## src/rtl/kwd_pkg.sv

```systemverilog
package kwd_pkg;

    localparam logic [7:0]  KEY_DATA   = 8'h5A;
    localparam logic [7:0]  KEY_ALT    = 8'hA5;
    localparam logic [15:0] FLAG_CLEAR = 16'hA500;

    typedef struct packed {
        logic [5:0] spare;
        logic       wd_mode;
        logic       run;
    } ctrl_t;

    typedef struct packed {
        logic       flag;
        logic       en;
        logic       sel;
        logic [4:0] pad;
    } rctl_t;

    typedef enum logic [2:0] {
        WR_NONE,
        WR_CNT,
        WR_CTRL,
        WR_FLAGCLR,
        WR_RSTBITS
    } wr_kind_e;

    function automatic wr_kind_e decode_write(input logic        strobe,
                                              input logic        word,
                                              input logic [1:0]  addr,
                                              input logic [15:0] data);
        wr_kind_e k;
        k = WR_NONE;
        if (strobe && word) begin
            if (addr == 2'd0) begin
                if (data[15:8] == KEY_DATA)     k = WR_CNT;
                else if (data[15:8] == KEY_ALT) k = WR_CTRL;
            end else if (addr == 2'd2) begin
                if (data == FLAG_CLEAR)          k = WR_FLAGCLR;
                else if (data[15:8] == KEY_DATA) k = WR_RSTBITS;
            end
        end
        return k;
    endfunction

    function automatic logic [7:0] read_mux(input logic [1:0] addr,
                                            input ctrl_t      ctrl,
                                            input logic [7:0] cnt,
                                            input rctl_t      rctl);
        logic [7:0] v;
        case (addr)
            2'd0:    v = ctrl;
            2'd1:    v = cnt;
            2'd3:    v = {rctl.flag, rctl.en, rctl.sel, 5'b0};
            default: v = 8'h00;
        endcase
        return v;
    endfunction

endpackage

```

## src/rtl/kwd_counter.sv

```systemverilog
module kwd_counter #(
    parameter int W = 8
) (
    input  logic         clk,
    input  logic         rst,
    input  logic         clr,
    input  logic         tick,
    input  logic         run,
    input  logic         wd_mode,
    input  logic         load,
    input  logic [W-1:0] load_val,
    output logic [W-1:0] cnt,
    output logic         wd_wrap
);
    logic step;
    logic wrap;

    assign step    = tick && run;
    assign wrap    = step && (cnt == {W{1'b1}});
    assign wd_wrap = wrap && wd_mode;

    always_ff @(posedge clk) begin
        if (rst || clr)  cnt <= '0;
        else if (load)   cnt <= load_val;
        else if (step)   cnt <= cnt + 1'b1;
    end


    hold_chk: assert property (@(posedge clk) disable iff (rst)
        (!run && !load && !clr) |=> $stable(cnt));

endmodule

```

## src/rtl/kwd_regs.sv

```systemverilog
module kwd_regs
    import kwd_pkg::*;
(
    input  logic       clk,
    input  logic       rst,
    input  logic       clr,
    input  wr_kind_e   kind,
    input  logic [7:0] wdata,
    input  logic       ovf_evt,
    output ctrl_t      ctrl,
    output rctl_t      rctl
);
    always_ff @(posedge clk) begin
        if (rst || clr)           ctrl <= '0;
        else if (kind == WR_CTRL) ctrl <= ctrl_t'(wdata);
    end

    always_ff @(posedge clk) begin
        if (rst)                     rctl.flag <= 1'b0;
        else if (ovf_evt)            rctl.flag <= 1'b1;
        else if (kind == WR_FLAGCLR) rctl.flag <= 1'b0;
    end

    always_ff @(posedge clk) begin
        if (rst) begin
            rctl.en  <= 1'b0;
            rctl.sel <= 1'b0;
        end else if (kind == WR_RSTBITS) begin
            rctl.en  <= wdata[6];
            rctl.sel <= wdata[5];
        end
    end

    assign rctl.pad = '0;


    flag_clear_chk: assert property (@(posedge clk) disable iff (rst)
        (kind == WR_FLAGCLR && !ovf_evt) |=> (!rctl.flag && $stable(rctl.en) && $stable(rctl.sel)));

endmodule

```

## src/rtl/kwd_stretch.sv

```systemverilog
module kwd_stretch #(
    parameter int LEN = 128
) (
    input  logic clk,
    input  logic rst,
    input  logic trig,
    output logic active
);
    localparam int CW = $clog2(LEN + 1);

    logic [CW-1:0] left;

    always_ff @(posedge clk) begin
        if (rst)              left <= '0;
        else if (trig)        left <= CW'(LEN);
        else if (left != '0)  left <= left - 1'b1;
    end

    assign active = (left != '0);


    trig_act_chk: assert property (@(posedge clk) disable iff (rst)
        trig |=> active);

endmodule

```

## src/rtl/keyed_wdog.sv

```systemverilog
module keyed_wdog
    import kwd_pkg::*;
#(
    parameter int CNT_W   = 8,
    parameter int EXT_LEN = 128,
    parameter int INT_LEN = 512
) (
    input  logic        clk,
    input  logic        rst,
    input  logic        tick,
    input  logic        bus_wr,
    input  logic        bus_word,
    input  logic [1:0]  bus_addr,
    input  logic [15:0] bus_wdata,
    output logic [7:0]  bus_rdata,
    output logic        wdt_ovf,
    output logic        rst_por,
    output logic        rst_manual
);
    wr_kind_e         kind;
    ctrl_t            ctrl;
    rctl_t            rctl;
    logic [CNT_W-1:0] cnt;
    logic             wd_wrap;
    logic             int_trig;
    logic             int_act;
    logic             int_manual;

    assign kind = decode_write(bus_wr, bus_word, bus_addr, bus_wdata);

    kwd_counter #(.W(CNT_W)) u_cnt (
        .clk      (clk),
        .rst      (rst),
        .clr      (rst_por),
        .tick     (tick),
        .run      (ctrl.run),
        .wd_mode  (ctrl.wd_mode),
        .load     (kind == WR_CNT),
        .load_val (bus_wdata[CNT_W-1:0]),
        .cnt      (cnt),
        .wd_wrap  (wd_wrap)
    );

    kwd_regs u_regs (
        .clk     (clk),
        .rst     (rst),
        .clr     (rst_por),
        .kind    (kind),
        .wdata   (bus_wdata[7:0]),
        .ovf_evt (wd_wrap),
        .ctrl    (ctrl),
        .rctl    (rctl)
    );

    assign int_trig = wd_wrap && rctl.en;

    kwd_stretch #(.LEN(EXT_LEN)) u_ext (
        .clk    (clk),
        .rst    (rst),
        .trig   (wd_wrap),
        .active (wdt_ovf)
    );

    kwd_stretch #(.LEN(INT_LEN)) u_int (
        .clk    (clk),
        .rst    (rst),
        .trig   (int_trig),
        .active (int_act)
    );

    always_ff @(posedge clk) begin
        if (rst)           int_manual <= 1'b0;
        else if (int_trig) int_manual <= rctl.sel;
    end

    assign rst_por    = int_act && !int_manual;
    assign rst_manual = int_act &&  int_manual;

    assign bus_rdata = read_mux(bus_addr, ctrl, 8'(cnt), rctl);


    ovf_set_chk: assert property (@(posedge clk) disable iff (rst)
        wd_wrap |=> (wdt_ovf && rctl.flag));


    rst_excl_chk: assert property (@(posedge clk) disable iff (rst)
        !(rst_por && rst_manual));


    rst_with_ovf_chk: assert property (@(posedge clk) disable iff (rst)
        ($rose(rst_por) || $rose(rst_manual)) |-> wdt_ovf);


    por_clear_chk: assert property (@(posedge clk) disable iff (rst)
        rst_por |=> (cnt == '0 && ctrl == '0));


    byte_wr_chk: assert property (@(posedge clk) disable iff (rst)
        (bus_wr && !bus_word && !rst_por) |=> $stable(ctrl));

endmodule

```

## config.mk

```make
export PLATFORM = sky130hd
export DESIGN_NAME = keyed_wdog
export DESIGN_NICKNAME = d
export VERILOG_FILES = /design/src/rtl/kwd_pkg.sv /design/src/rtl/kwd_counter.sv /design/src/rtl/kwd_regs.sv /design/src/rtl/kwd_stretch.sv /design/src/rtl/keyed_wdog.sv
export SDC_FILE = /design/constraint.sdc
export NUM_CORES = 1
export LEC_CHECK = 0
export ABC_CLOCK_PERIOD_IN_PS = 2100
export BUFFER_PORTS_ARGS = -buffer_cell sky130_fd_sc_hd__buf_2
export CAP_MARGIN = 20
export CORE_MARGIN = 8
export CORE_UTILIZATION = 55
export DETAILED_ROUTE_END_ITERATION = 16
export PLACE_DENSITY = 0.77
export SLEW_MARGIN = 20
export SYNTH_ARGS = -nofsm -noshare
export SYNTH_HDL_FRONTEND = slang
export SYNTH_SLANG_ARGS = --single-unit
```

## constraint.sdc

```tcl
create_clock -name clk -period 2.1 [get_ports clk]
set_input_delay 0.315 -clock clk [delete_from_list [all_inputs] [get_ports clk]]
set_output_delay 0.315 -clock clk [all_outputs]
set_load 0.01 [all_outputs]
```

==> metrics.txt <==
share of cells above drive strength 1 0.2867; critical-path cell list inv_2 > ha_4 > or4b_4 > or3_4 > and2_4 > buf_6; GRT overflow 0; Area Overhead vs Synth 22.08%; Die X 76.48 um; mapped cell area 0.002012 sq mm; FMAX 430.1 MHz; Buffers on Ports 33; slew margin rel. 0.6796; Die Area 0.005849 sq mm; top-count cell post-synth nor2_1; TritonCTS clock tree done; GRT Overall Usage 0.1579; CTS sink count 38; root buffer cell clkbuf_4; area share of the largest cell type after synthesis 0.3781; Post-Route WL 4.695 mm; final hold viol count 0; WL/cell 14.36 um; fin crit share 1.107; Synth area leaders dfxtp_1 38%, mux2i_1 11%, nor2_1 9.0%; H-tree levels 2; Crit path largest cell delay 470 ps; Final setup violation count 5; Setup crit start u_int.left[0]$_SDFFE_PP0P_; crit start category flip-flop; global-route wire length before repair ~7.6 mm; Die Span Y 76.48 um; WP data required 1780 ps; synth unique cells 40; area of the core 0.003578 sq mm; reg2reg start u_int.left[0]$_SDFFE_PP0P_; Seq cells post-synth 38; I/O pin cnt 34; first-pass detailed-route iteration total 4; EDFF count, synth 0; largest net degree at the start of global routing 17; min-delay src bus_wdata[7]; Post-synth top flop dfxtp_1; DR vias/cell approximately 5.4; leakage between 1 and 1.5 nW; Antenna Cells 0; unrepaired setup endpoints after global routing yes; critical path class reg -> out; Synth Warn # 0; Seq/Total Area, Yosys 0.3781; Slowest cell on crit path or4b_4; Synth Net Count 257; pre-CTS setup slack 84.52 ps; min Tclk post-route 2325 ps; via count around 1800; Gate Count Post-Synth 230; max cap viols 0; row count 22; Max Buffers Root-to-Sink 2; Slew @ Worst Pin around 480 ps; Async S/R FF share, synth 0; worst hold margin 217.1 ps; Yosys top cell by area dfxtp_1; worst setup margin -224.8 ps; Post-synth top cells 48 x nor2_1, 38 x dfxtp_1, 22 x mux2i_1; status complete, but fails checks; Hold Path Class in -> reg; clk_lat worst skew 360 ps; DP HPWL between 3 and 4 mm; routability cong. between 0.8 and 0.9; number of DRC markers in iteration 0 64; Cell Pwr Density 1190 mW/mm^2; initial antenna violation count 0; Peak VDD IR 0.4781 mV; DRC viols 0; syn_area_per_cell 8.748 sq um; clock transition at the registers of the reported paths 120 ps; Layout Nets 305; Initial Util 0.5622; TNS Setup -451.4 ps; DRT antenna net count 0; vias in the first global route 1680; cts bufs inserted 5; CP Data Arrival Time 2010 ps; Crit. End Element output port; Clock Skews 13.40 ps; max-slew violation count 0; failing checks negative setup slack; worst-path fanout max 2
==> registers in the layout (all words and copies together), names as in the netlist <==
signal	cells
u_ext.left	8
u_regs.ctrl	8
u_cnt.cnt	8
u_int.left	10
int_manual	1
u_regs.rctl	3
==> metal layers <==
metal	part of all wire	vias up	GRT usage
met5	0	-	0
met3	0.025	11	0.03892
li1	-	905	-
met4	0.021	0	0.07308
met2	0.52	24	0.2828
met1	0.43	837	0.1694
==> report_power, final <==
part           leakage (nW)  switching [mW]  internal [mW]
Clock                0.0353           0.255          0.162
Combinational         0.682           0.713          0.760
Sequential            0.310           0.162          0.871
Total                  1.03            1.13           1.79
==> worst paths after layout <==
path | to | slack [ps] | cells after the start
max | rst_manual | -220 | 6
min | u_regs.ctrl[7]$_SDFFE_PP0N_ | 220 | 3
max reg2reg | u_cnt.cnt[1]$_SDFFE_PP0P_ | -30 | 10
min reg2reg | u_regs.ctrl[4]$_SDFFE_PP0N_ | 510 | 2
==> stage by stage <==
| step | instances | utilization | cell area (sq um) | total power [mW] |
|---|---|---|---|---|
| after floorplan | 230 | - | 2012 | 1.920 |
| after global placement | 307 | 0.6217 | 2225 | 2.104 |
| after detailed placement | 307 | 0.6217 | 2225 | 2.131 |
| after CTS | 324 | 0.6636 | 2375 | 2.755 |
| after global routing | 327 | 0.6864 | 2456 | 3.122 |
| final | 327 | 0.6864 | 2456 | 2.923 |
==> worst max-delay path, delay by kind of cell, from the launching register on <==
kind	cells	cell delay, ps
buf+inv	2	190
fa+ha+maj	1	130
simple gates	3	980
flops	1	350
==> what timing repair did <==
action	4_1_cts	5_1_grt
cloned	0	0
pin swaps	4	3
endpoints found under the setup margin	2	11
buffers inserted	9	3
resized for setup	8	11
hold buffers	0	0
==> logic make-up (layout without fill, tap and decap cells) <==
| kind of cell | count (synthesis) | after routing | synth area share |
|---|---|---|---|
| AO/OA/AOI/OAI | 26 | 26 | 0.1020 |
| XOR/XNOR | 18 | 18 | 0.07836 |
| adder cells (fa/ha/maj) | 4 | 4 | 0.02488 |
| buffers and inverters | 16 | 65 | 0.03793 |
| flip-flops | 38 | 38 | 0.3781 |
| multiplexers | 22 | 22 | 0.1095 |
| AND/OR/NAND/NOR | 106 | 106 | 0.2693 |
==> area by class of cell <==
type	count	area, sq um
multi-input combinational	176	1244
fill	303	1122
sequential	38	763.2
timing repair buffer	50	302.8
tap	48	60.06
clock buffer	7	55.05
inverter	7	26.28
clock inverter	1	5.005
==> cells in the final DEF, fill, tap and decap left out, drive strengths merged, types with 8 or more instances in the layout <==
cell type / netlist / layout
mux2i: 22 / 22
nor2: 48 / 48
nand3: 12 / 12
nand2: 10 / 10
dfxtp: 38 / 38
nor3: 10 / 10
xnor2: 10 / 10
buf: 4 / 50
xor2: 8 / 8
a211oi: 8 / 8
(Power assumes the default switching activity.)
